<file path="src/rtl/pm_pkg.sv">
package pm_pkg;
  localparam int REG_W = 16;
  localparam logic [5:0] OFF_STS = 6'h00;
  localparam logic [5:0] OFF_EN  = 6'h02;
  localparam logic [5:0] OFF_CTL = 6'h04;
  localparam logic [5:0] OFF_TMR = 6'h08;
  localparam int BIT_TMR = 0;
  localparam int BIT_GBL = 5;
  localparam int BIT_PWR = 8;
  localparam int BIT_RTC = 10;
  localparam logic [REG_W-1:0] EVT_MASK =
    REG_W'((1 << BIT_TMR) | (1 << BIT_GBL) | (1 << BIT_PWR) | (1 << BIT_RTC));
  localparam logic [7:0] CMD_ON  = 8'hF1;
  localparam logic [7:0] CMD_OFF = 8'hF0;
  localparam logic [15:0] WIN_MASK = 16'hFFC0;
endpackage

</file>
<file path="src/rtl/pm_edge_det.sv">
module pm_edge_det #(
  parameter int N = 3
) (
  input  logic         clk,
  input  logic         rst_n,
  input  logic [N-1:0] lvl,
  output logic [N-1:0] rise
);
  logic [N-1:0] prev_q;
  for (genvar i = 0; i < N; i++) begin : g_bit
    always_ff @(posedge clk or negedge rst_n) begin
      if (!rst_n) prev_q[i] <= 1'b0;
      else        prev_q[i] <= lvl[i];
    end
    assign rise[i] = lvl[i] & ~prev_q[i];
  end
endmodule

</file>
<file path="src/rtl/pm_timer.sv">
module pm_timer #(
  parameter int W = 24
) (
  input  logic         clk,
  input  logic         rst_n,
  input  logic         tick,
  output logic [W-1:0] count,
  output logic         msb_flip
);
  logic [W-1:0] cnt_q;
  logic [W-1:0] cnt_nxt;
  assign cnt_nxt  = cnt_q + W'(1);
  assign msb_flip = tick & (cnt_nxt[W-1] ^ cnt_q[W-1]);
  assign count    = cnt_q;
  always_ff @(posedge clk or negedge rst_n) begin
    if (!rst_n)    cnt_q <= '0;
    else if (tick) cnt_q <= cnt_nxt;
  end
endmodule

</file>
<file path="src/rtl/pm_window_dec.sv">
module pm_window_dec (
  input  logic [31:0] base,
  input  logic        win_en,
  input  logic [15:0] addr,
  output logic        hit,
  output logic [5:0]  off
);
  import pm_pkg::*;
  assign hit = win_en && ((addr & WIN_MASK) == (base[15:0] & WIN_MASK));
  assign off = addr[5:0];
endmodule

</file>
<file path="src/rtl/pm_event_regs.sv">
module pm_event_regs
  import pm_pkg::*;
#(
  parameter int TMR_W   = 24,
  parameter int GPE_W   = 8,
  parameter int GPE_BIT = 1
) (
  input  logic             clk,
  input  logic             rst_n,
  input  logic [31:0]      cfg_io_base,
  input  logic             cfg_io_en,
  input  logic             cfg_smi_gate,
  output logic [31:0]      cfg_base_rd,
  input  logic             io_valid,
  input  logic             io_write,
  input  logic [15:0]      io_addr,
  input  logic [15:0]      io_wdata,
  output logic             io_rvalid,
  output logic [31:0]      io_rdata,
  input  logic             apm_valid,
  input  logic [7:0]       apm_cmd,
  input  logic             tick_en,
  input  logic             ev_rtc,
  input  logic             ev_pwrbtn,
  input  logic             ev_glbl,
  input  logic [GPE_W-1:0] gpe_sts,
  input  logic [GPE_W-1:0] gpe_en,
  output logic             sci,
  output logic             smi
);
  localparam int NEV = 3;

  logic [REG_W-1:0] sts_q, en_q, ctl_q;
  logic [REG_W-1:0] sts_set, sts_clr;
  logic [NEV-1:0]   ev_rise;
  logic [TMR_W-1:0] tmr;
  logic             tmr_flip;
  logic             hit;
  logic [5:0]       off;
  logic             wr_hit, rd_req;
  logic [31:0]      rd_mux;

  pm_edge_det #(.N(NEV)) u_edge (
    .clk(clk), .rst_n(rst_n),
    .lvl({ev_rtc, ev_pwrbtn, ev_glbl}),
    .rise(ev_rise)
  );

  pm_timer #(.W(TMR_W)) u_tmr (
    .clk(clk), .rst_n(rst_n), .tick(tick_en),
    .count(tmr), .msb_flip(tmr_flip)
  );

  pm_window_dec u_dec (
    .base(cfg_io_base), .win_en(cfg_io_en), .addr(io_addr),
    .hit(hit), .off(off)
  );

  assign wr_hit = io_valid & io_write & hit;
  assign rd_req = io_valid & ~io_write;

  always_comb begin
    sts_set = '0;
    sts_set[BIT_TMR] = tmr_flip;
    sts_set[BIT_GBL] = ev_rise[0];
    sts_set[BIT_PWR] = ev_rise[1];
    sts_set[BIT_RTC] = ev_rise[2];
    sts_clr = (wr_hit && off == OFF_STS) ? io_wdata : '0;
  end

  always_ff @(posedge clk or negedge rst_n) begin
    if (!rst_n) begin
      sts_q <= '0;
      en_q  <= '0;
      ctl_q <= '0;
    end else begin
      sts_q <= (sts_q & ~sts_clr) | sts_set;
      if (wr_hit && off == OFF_EN) en_q <= io_wdata;
      if (apm_valid && apm_cmd == CMD_ON)       ctl_q[0] <= 1'b1;
      else if (apm_valid && apm_cmd == CMD_OFF) ctl_q[0] <= 1'b0;
      else if (!apm_valid && wr_hit && off == OFF_CTL) ctl_q <= io_wdata;
    end
  end

  always_comb begin
    rd_mux = '0;
    if (hit) begin
      case (off)
        OFF_STS: rd_mux = {16'h0, sts_q};
        OFF_EN:  rd_mux = {16'h0, en_q};
        OFF_CTL: rd_mux = {16'h0, ctl_q};
        OFF_TMR: rd_mux = 32'(tmr);
        default: rd_mux = '0;
      endcase
    end
  end

  always_ff @(posedge clk or negedge rst_n) begin
    if (!rst_n) begin
      io_rvalid <= 1'b0;
      io_rdata  <= '0;
      smi       <= 1'b0;
    end else begin
      io_rvalid <= rd_req;
      if (rd_req) io_rdata <= rd_mux;
      smi <= apm_valid & cfg_smi_gate;
    end
  end

  assign sci = (|(sts_q & en_q & EVT_MASK)) | (gpe_sts[GPE_BIT] & gpe_en[GPE_BIT]);
  assign cfg_base_rd = cfg_io_base | 32'h1;
endmodule

</file>
<file path="config.mk">
export PLATFORM = sky130hd
export DESIGN_NAME = pm_event_regs
export DESIGN_NICKNAME = d
export VERILOG_FILES = /design/src/rtl/pm_pkg.sv /design/src/rtl/pm_edge_det.sv /design/src/rtl/pm_timer.sv /design/src/rtl/pm_window_dec.sv /design/src/rtl/pm_event_regs.sv
export SDC_FILE = /design/constraint.sdc
export NUM_CORES = 1
export LEC_CHECK = 0
export BUFFER_PORTS_ARGS = -buffer_cell sky130_fd_sc_hd__buf_4
export CORE_ASPECT_RATIO = 0.6
export CORE_MARGIN = 5
export CORE_UTILIZATION = 31
export DETAILED_ROUTE_END_ITERATION = 10
export SKIP_CTS_REPAIR_TIMING = 1
export SLEW_MARGIN = 10
export SYNTH_ARGS = -nofsm -noshare
export SYNTH_HDL_FRONTEND = slang
export SYNTH_HIERARCHICAL = 1
export SYNTH_SLANG_ARGS = --single-unit
</file>
<file path="constraint.sdc">
create_clock -name clk -period 2.06 [get_ports clk]
set_input_delay 0.412 -clock clk [delete_from_list [all_inputs] [get_ports clk]]
set_output_delay 0.412 -clock clk [all_outputs]
set_load 0.01 [all_outputs]
</file>
==> flow_summary.ini <==
[sta]
finalCriticalPeriod_ps = 2019
whs_ps = -5.347
fmax_ghz = 0.4952
rsz0062_at_grt = yes
finalSetupViolCount = 0
slew_viol_final = 0
hold_violations = 3
fin_crit_sh_pct = 98.02
skew_ps = 5.367
fin_ws_ps = 40.80

[critical_path]
r2r-end = sts_q[0]$_DFF_PN0_
cp_data_required_time_ps = 2290
path_class = primary input to flop
start_kind = primary input
crit_fanout = 2
reg2reg_from = u_tmr/count[9]$_DFFE_PN0P_
reg2reg_depth = 6
arrival_ps = 2250
r2r_slack_ps = 220
end_kind = flop

[placed_design]
place.gp.congestion = 0.7960
hpwl_um = 9270
pre_cts_ws_ps = -387.2
portBuffers = 99

[yosys]
ys.warnings.count = 6
ys_top_cells_by_area = dfrtp_1, mux2_2, buf_4, xnor2_1, a22o_1
yosysTopAreaCell = dfrtp_1
synth_cells = 409
ys_seq_area_share_pct = 51.94
postSynthAreaPerCell_um2 = 11.90
yosysTopAreaCellShare_pct = 51.94
ys_seq_elements = 101
synth_cell_type_count = 42
netlist_area_um2 = 4866

[drt]
viasPerCell = 4.865
postRouteAntennaNets = 0
drt-pass1-iter-count = 6
vias = 3381
avgRoutedWirePerCell_um = 17.52
drtIter0Drc = 189
routed_wl_um = 12180
drc = 0

[grt]
antenna_found_initial = 0
grt_overflow = 0
grt_max_degree = 41
grt_pass1_vias = 3638
grt_pass1_wl_um = 19400
grtUsageTotal_pct = 13.44

[power_and_ir_drop]
ir_drop_mv = 0.4375
p_total_mw = 4.592
pwr_density_cell_nw_per_um2 = 750.5
p_leak_nw = 2.928

[outcome]
status = complete, but fails checks
violations = negative hold slack

[cts]
cts_tree = yes
htreeDepth = 3
cts_buffer_depth = 2
cts_root_buf = clkbuf_16
cts_buffers = 9
path_clk_slew_ps = 70
cts_sinks = 101
clkLatencyLatePin_ps = 340

[die]
initial_utilization_pct = 31.66
die_width_um = 171.7
core_um2 = 15370
dieArea_um2 = 18380
num_rows = 35
pin_count = 166
die_y_um = 107.0

[cells_and_area]
register_area_um2 = 2527
drive_gt1_share_pct = 39.63
nets = 587
nFillCells = 1478
multi_input_area_um2 = 1972
syn2layout_area_growth_pct = 25.74
diodes = 0
utilization_pct = 39.80

[worst_hold_path]
hold_class = primary input to asynchronous set/reset pin

[job]
max-cap-violations = 0
## how the worst max path moves through the flow
stage / endpoint / depth (start not counted) / slack, ps / start
global route: ctl_q[0]$_DFFE_PN0P_ / 8 / -40 / cfg_io_base[11]
finish: ctl_q[0]$_DFFE_PN0P_ / 8 / 40 / cfg_io_base[10]
floorplan: ctl_q[0]$_DFFE_PN0P_ / 8 / -180 / cfg_io_base[6]
detailed placement: ctl_q[0]$_DFFE_PN0P_ / 8 / -390 / cfg_io_base[10]
CTS: ctl_q[0]$_DFFE_PN0P_ / 8 / -40 / cfg_io_base[10]
global placement: ctl_q[0]$_DFFE_PN0P_ / 8 / -350 / cfg_io_base[6]
## cell usage after synthesis (all sizes together)
library cell	instances
nor4	9
a211oi	1
conb	2
clkbuf	14
nor2b	4
a22o	24
dfrtp	101
or4	1
and2b	1
nor3	8
or2	2
inv	6
a22oi	1
nor2	4
nand3b	1
a221oi	1
xor2	8
a222oi	16
ha	1
a21boi	12
and2	1
and3	3
nand2b	2
or4b	1
nand4	13
a21o	4
mux2	34
o21ai	17
buf	50
xnor2	25
nand2	29
or3	1
nand3	12
## cell families after synthesis
| kind of cell | Yosys count | synth area share (%) |
|---|---|---|
| AO/OA/AOI/OAI | 76 | 12.32 |
| XOR/XNOR | 33 | 5.940 |
| adder cells (fa/ha/maj) | 1 | 0.2571 |
| buffers and inverters | 70 | 9.180 |
| flip-flops | 101 | 51.94 |
| multiplexers | 34 | 7.945 |
| other | 2 | 0.1543 |
| AND/OR/NAND/NOR | 92 | 12.27 |
## sequential cells by signal (all words and copies together) (netlist names)
signal	flops
ctl_q	16
en_q	16
io_rdata	24
io_rvalid	1
smi	1
sts_q	16
u_edge/prev_q	3
u_tmr/count	24
## critical path, cell delays in order
cell and delay, ps:
buf_4 120, xnor2_1 180, nand4_1 150, nor3_2 150, nand3_1 120, or4_4 540, mux2_4 320, mux2_2 260
## cell usage in the layout (no fill, tap or decap), types with 5 or more instances in the layout
cell and n:
xor2_1 8, mux2_2 33, buf_4 119, nand2_1 29, a222oi_1 16, xnor2_1 20
conb_1 9, o21ai_0 17, a22o_1 24, buf_12 5, clkbuf_16 9, nand4_1 10
xnor2_2 5, a21boi_0 12, dfrtp_1 101, nand3_1 12, inv_1 6, nor3_1 5
## layout make-up
class	instances	area share, %
clock buffers	10	3.906
clock inverters	6	1.800
inverters	6	0.3681
multi-input cells	245	32.23
flip-flops and latches	101	41.31
well taps	203	4.151
repair buffers	124	16.24
## routing by layer
layer / track usage, % / vias to the layer above / part of all wire, %
met2: 19.99 / 97 / 45
li1: - / 1589 / -
met4: 2.973 / 0 / 0.83
met3: 4.237 / 12 / 6.8
met1: 19.20 / 1683 / 48
met5: 0 / - / 0
## power breakdown
group          switching [mW]  internal, mW
combinational           0.229         0.228
clock                   0.725          1.22
sequential              0.136          2.06
## stage by stage
step                      hold WS [ps]  instance area, um2  cells  setup TNS (ps)
after floorplan                  116.4                4936    416          -548.4
after global placement           367.9                5759    679           -6300
after detailed placement         369.6                5759    679           -7765
after CTS                        4.183                6108    695          -92.26
after global routing             16.89                6118    695          -116.5
final                           -5.347                6118    695               0
Power figures use the tool's default switching activity.
